**src/rtl/usb_xact_pkg.sv**
```systemverilog
package usb_xact_pkg;

    localparam int TOK_W = 3;
    localparam int KIND_W = 2;

    localparam logic [TOK_W-1:0] TOK_NONE  = 3'b000;
    localparam logic [TOK_W-1:0] TOK_SETUP = 3'b001;
    localparam logic [TOK_W-1:0] TOK_IN    = 3'b010;
    localparam logic [TOK_W-1:0] TOK_OUT   = 3'b011;
    localparam logic [TOK_W-1:0] TOK_SOF   = 3'b100;

    typedef enum logic [KIND_W-1:0] {
        PK_TOKEN  = 2'b00,
        PK_DATA   = 2'b01,
        PK_HSHAKE = 2'b10,
        PK_SOF    = 2'b11
    } pkt_kind_e;

    typedef enum logic [1:0] {
        ST_IDLE,
        ST_LAUNCH,
        ST_WAIT,
        ST_JIDLE
    } seq_state_e;

endpackage

```
**src/rtl/usb_tok_decode.sv**
```systemverilog
module usb_tok_decode
    import usb_xact_pkg::*;
(
    input  logic [TOK_W-1:0] code,
    output logic             valid,
    output logic             is_sof
);

    always_comb begin
        valid  = 1'b0;
        is_sof = 1'b0;
        case (code)
            TOK_SETUP, TOK_IN, TOK_OUT: valid = 1'b1;
            TOK_SOF: begin
                valid  = 1'b1;
                is_sof = 1'b1;
            end
            default: ;
        endcase
    end

endmodule

```
**src/rtl/usb_phase_seq.sv**
```systemverilog
module usb_phase_seq
    import usb_xact_pkg::*;
#(
    parameter int JIDLE_CYC = 1
) (
    input  logic              clk,
    input  logic              rst_n,
    input  logic              go,
    input  logic              go_sof,
    input  logic              pkt_done,
    output logic              pkt_start,
    output logic [KIND_W-1:0] pkt_kind,
    output logic              busy,
    output logic              xact_end
);

    localparam int CNT_W = (JIDLE_CYC < 2) ? 1 : $clog2(JIDLE_CYC);
    localparam logic [CNT_W-1:0] CNT_LOAD = CNT_W'(JIDLE_CYC - 1);

    typedef struct packed {
        seq_state_e st;
        pkt_kind_e  kind;
        logic [CNT_W-1:0] cnt;
    } seq_t;

    seq_t s_d, s_q;
    logic end_d;

    always_comb begin
        s_d   = s_q;
        end_d = 1'b0;
        case (s_q.st)
            ST_IDLE: begin
                if (go) begin
                    s_d.st   = ST_LAUNCH;
                    s_d.kind = go_sof ? PK_SOF : PK_TOKEN;
                end
            end
            ST_LAUNCH: s_d.st = ST_WAIT;
            ST_WAIT: begin
                if (pkt_done) begin
                    s_d.st  = ST_JIDLE;
                    s_d.cnt = CNT_LOAD;
                end
            end
            ST_JIDLE: begin
                if (s_q.cnt == '0) begin
                    if (s_q.kind == PK_SOF || s_q.kind == PK_HSHAKE) begin
                        end_d  = 1'b1;
                        s_d.st = ST_IDLE;
                    end else begin
                        s_d.st   = ST_LAUNCH;
                        s_d.kind = (s_q.kind == PK_TOKEN) ? PK_DATA : PK_HSHAKE;
                    end
                end else begin
                    s_d.cnt = s_q.cnt - 1'b1;
                end
            end
            default: s_d.st = ST_IDLE;
        endcase
    end

    always_ff @(posedge clk or negedge rst_n) begin
        if (!rst_n) begin
            s_q <= '{st: ST_IDLE, kind: PK_TOKEN, cnt: '0};
        end else begin
            s_q <= s_d;
        end
    end

    assign pkt_start = (s_q.st == ST_LAUNCH);
    assign pkt_kind  = s_q.kind;
    assign busy      = (s_q.st != ST_IDLE);
    assign xact_end  = end_d;

endmodule

```
**src/rtl/usb_cmp_flag.sv**
```systemverilog
module usb_cmp_flag (
    input  logic clk,
    input  logic rst_n,
    input  logic set,
    input  logic clr,
    input  logic ie,
    output logic flag,
    output logic irq
);

    logic flag_d, flag_q;

    always_comb begin
        flag_d = set | (flag_q & ~clr);
    end

    always_ff @(posedge clk or negedge rst_n) begin
        if (!rst_n) begin
            flag_q <= 1'b0;
        end else begin
            flag_q <= flag_d;
        end
    end

    assign flag = flag_q;
    assign irq  = flag_q & ie;

endmodule

```
**src/rtl/usb_xact_seq.sv**
```systemverilog
module usb_xact_seq
    import usb_xact_pkg::*;
#(
    parameter int JIDLE_CYC = 1
) (
    input  logic              clk,
    input  logic              rst_n,
    input  logic              tok_wr,
    input  logic [TOK_W-1:0]  tok_wdata,
    output logic [TOK_W-1:0]  tok_rd,
    input  logic              clr_wr,
    input  logic              irq_en,
    output logic              pkt_start,
    output logic [KIND_W-1:0] pkt_kind,
    input  logic              pkt_done,
    output logic              cmp_flag,
    output logic              irq
);

    logic code_ok, code_sof, busy, xact_end, accept;
    logic [TOK_W-1:0] tok_d, tok_q;

    usb_tok_decode u_dec (
        .code   (tok_wdata),
        .valid  (code_ok),
        .is_sof (code_sof)
    );

    assign accept = tok_wr & code_ok & ~busy;

    usb_phase_seq #(.JIDLE_CYC(JIDLE_CYC)) u_seq (
        .clk       (clk),
        .rst_n     (rst_n),
        .go        (accept),
        .go_sof    (code_sof),
        .pkt_done  (pkt_done),
        .pkt_start (pkt_start),
        .pkt_kind  (pkt_kind),
        .busy      (busy),
        .xact_end  (xact_end)
    );

    usb_cmp_flag u_flag (
        .clk   (clk),
        .rst_n (rst_n),
        .set   (xact_end),
        .clr   (clr_wr),
        .ie    (irq_en),
        .flag  (cmp_flag),
        .irq   (irq)
    );

    always_comb begin
        tok_d = tok_q;
        if (accept) begin
            tok_d = tok_wdata;
        end else if (xact_end) begin
            tok_d = TOK_NONE;
        end
    end

    always_ff @(posedge clk or negedge rst_n) begin
        if (!rst_n) begin
            tok_q <= TOK_NONE;
        end else begin
            tok_q <= tok_d;
        end
    end

    assign tok_rd = tok_q;

endmodule

```
**config.mk**
```make
export PLATFORM = sky130hd
export DESIGN_NAME = usb_xact_seq
export DESIGN_NICKNAME = d
export VERILOG_FILES = /design/src/rtl/usb_xact_pkg.sv /design/src/rtl/usb_tok_decode.sv /design/src/rtl/usb_phase_seq.sv /design/src/rtl/usb_cmp_flag.sv /design/src/rtl/usb_xact_seq.sv
export SDC_FILE = /design/constraint.sdc
export NUM_CORES = 1
export LEC_CHECK = 0
export ABC_AREA = 1
export CORE_AREA = 2 2 39 41
export CTS_CLUSTER_DIAMETER = 200
export DETAILED_ROUTE_END_ITERATION = 7
export DIE_AREA = 0 0 41 43
export HOLD_SLACK_MARGIN = 0.03
export PLACE_DENSITY = 0.8
export RECOVER_POWER = 25
export SYNTH_ARGS = -nofsm -noshare
export SYNTH_HDL_FRONTEND = slang
export SYNTH_SLANG_ARGS = --single-unit
```
**constraint.sdc**
```tcl
create_clock -name clk -period 4 [get_ports clk]
set_clock_uncertainty 0.15 [all_clocks]
set_input_delay 1 -clock clk [delete_from_list [all_inputs] [get_ports clk]]
set_output_delay 1 -clock clk [all_outputs]
set_load 0.01 [all_outputs]
```
==> summary.md <==
| Metric | Value |
|---|---|
| Outcome | completed |
| Layout filler cell count | 140 |
| Worst VDD drop | roughly 0.26 mV |
| Placement Cell Area | around 680 um2 |
| Initial DRC Count | 6 |
| Syn Inst Count | 61 |
| CTS max path bufs | 2 |
| First-pass GRT wire length | between 1500 and 2000 um |
| Total Wirelength | roughly 1000 um |
| Fin area | approximately 700 um2 |
| Hold Path Depth | 2 |
| Clock latency on the worst-skew pair | about 0.25 ns |
| Layout cells sized above 1 | 15.4% |
| Rel. slew slack | roughly three quarters |
| Vias | 462 |
| R2R depth | 6 |
| Worst EP required | approximately 2.9 ns |
| Setup Total Neg Slack | 0 ns |
| First-pass iteration count of the detailed router | 4 |
| Core outline area | about 0.0014 mm2 |
| Synthesized cell area | 510 um2 |
| Hpwl dp | 836 um |
| Avg Cell Area, Syn | between 8 and 9 um2 |
| Synthesis-to-layout area growth | 36.8% |
| Ports | 17 |
| Final Power | ~0.00045 W |
| CTS Buf Count | 3 |
| CTS tree | done |
| Setup Crit Path Kind | in -> out |
| Die Wd | between 40 and 50 um |
| Die area | 0.00176 mm2 |
| I/O Buffers | 16 |
| Register area share after synthesis | 39.2% |
| Setup crit end kind | primary output |
| Pwr dens | around 640 mW/mm2 |
| Final ANT Viol Nets | 0 |
| CTS H-Tree Depth | 1 |
| Residual DRC count | 0 |
| Worst slew pin tran | approximately 0.38 ns |
| Slew Limit Fails | 0 |
| Number of nets in the layout | 94 |
| Clock Tree Root | clkbuf_4 |
| Worst reg2reg endpoint | u_seq.pkt_kind[1] |
| Starting Density | between 30% and 40% |
| Max Fclk | between 300 and 400 MHz |
| Critical Path AT | 2.07 ns |
| Ant diodes | 0 |
| Initial antenna violation count | 0 |
| WL per Instance | between 10 and 15 um |
| Drt via density | around 4.9 |
| Crit share post-route | ~81% |
| Vias in the first global route | 423 |
| Clock tree sinks | 8 |
| CP startpoint kind | primary input |
| Hold path endpoint | tok_rd[1] |
| Yosys reg bits | 8 |
| Worst hold start | tok_rd[1] |
| Clk pin slew, worst setup/hold paths | approximately 0.060 ns |
| Final setup vio count | 0 |
| Setup Fix Bufs, Post-CTS | 0 |
| Setup WS post-layout | ~0.78 ns |
| Syn_nets | 75 |
| Max_cap viols | 0 |
| Worst hold margin | ~0.37 ns |
| Synth unique cells | 16 |
| Final min period | between 3 and 4 ns |
| LEAKAGE | between 0.3 and 0.4 nW |
| Min-delay worst type | reg -> reg |
| Die H | between 40 and 50 um |
| Hold Fails Final Rpt | 0 |
| Crit-path max FO | 1 |
| Dpl ws | around 0.77 ns |
| Routability congestion estimate | 0.730 |
| Yosys warns | 0 |
| RR Startpoint | u_seq.s_q[4] |
| Total gr overflow | 0 |
| RSZ-0062 raised after global routing | false |
| All-layer global routing usage | 15.0% |
| Post-cts gate resize count | 0 |
| Row cnt | 14 |
| Pin count of the biggest net entering global routing | 9 |
| Reg2reg setup slack | approximately 2.5 ns |
| Hold_buf cts | 0 |
worst max-delay path, cell delays in order:
cell,delay [ns]
clkdlybuf4s50_1,0.46
nand2_1,0.05
inv_1,0.04
clkdlybuf4s50_1,0.52
Yosys cell counts:
cell | n | share of area, %
a21oi_1 | 1 | 0.98
buf_4 | 2 | 2.9
dfrtp_1 | 8 | 39
ha_1 | 5 | 12
inv_1 | 8 | 5.9
inv_2 | 1 | 0.73
nand2_1 | 12 | 8.8
nand2_2 | 4 | 4.9
nand2_4 | 1 | 2.2
nand3_1 | 7 | 6.9
nand3_2 | 2 | 3.9
o21a_1 | 1 | 1.5
o21ai_0 | 4 | 3.9
o21ai_1 | 3 | 2.9
o21ai_2 | 1 | 1.7
o22ai_1 | 1 | 1.2
metrics by stage:
stage                     utilization, %  instances
after floorplan                        -         61
after global placement              48.8         91
after detailed placement            48.8         91
after CTS                           50.5         94
after global routing                50.5         94
final                               50.5         94
worst max path at each step:
stage | startpoint | end | cells after the start
final | irq_en | irq | 4
after CTS | irq_en | irq | 4
after floorplan | irq_en | irq | 2
after detailed placement | irq_en | irq | 4
after global placement | irq_en | irq | 4
after global routing | irq_en | irq | 4
state kept, by name, indices dropped and copies added, names as in the netlist:
| register | cells |
|---|---|
| tok_rd | 3 |
| u_seq.pkt_kind | 2 |
| u_seq.s_q | 2 |
| u_flag.flag | 1 |
power breakdown:
| group | switching [W] | total (W) | leakage [nW] | internal [W] |
|---|---|---|---|---|
| combinational | 0.000126 | 0.000243 | 0.225 | 0.000117 |
| sequential | 0.0000272 | 0.000141 | 0.103 | 0.000114 |
| clock | 0.0000279 | 0.0000623 | 0.0138 | 0.0000344 |
layer usage:
layer	vias to the layer above	track usage [%]	part of all wire (%)	wire, um
met4	0	12.0	1.9	20
li1	231	-	-	-
met2	13	22.8	52	541
met5	-	0	0	0
met1	216	16.9	41	427
met3	2	3.14	5.3	55
cell usage in the layout (no fill, tap or decap), types with 2 or more instances in the layout:
| master | instances |
|---|---|
| ha_1 | 5 |
| nand3_1 | 7 |
| clkbuf_4 | 3 |
| dfrtp_1 | 8 |
| nand2_2 | 4 |
| nand3_2 | 2 |
| nand2_1 | 12 |
| o21ai_1 | 3 |
| o21ai_0 | 4 |
| clkdlybuf4s50_1 | 15 |
| inv_1 | 8 |
layout make-up:
| cell class | count | area (um2) | area share (%) |
|---|---|---|---|
| Clock buffer | 3 | 22.5 | 3.23 |
| Inverter | 9 | 33.8 | 4.84 |
| Multi-Input combinational cell | 42 | 262 | 37.5 |
| Sequential cell | 8 | 200 | 28.7 |
| Tap cell | 16 | 20.0 | 2.87 |
| Timing Repair Buffer | 16 | 160 | 22.9 |
cells by family (layout without fill, tap and decap cells):
kind of cell,count (synthesis),count (layout),synth area share (%)
adders and majority gates,5,5,12.3
AOI/OAI and AO/OA,11,11,12.3
buffers and inverters,11,28,9.56
DFF,8,8,39.2
and+or+nand+nor,26,26,26.7
Power figures use the tool's default switching activity.
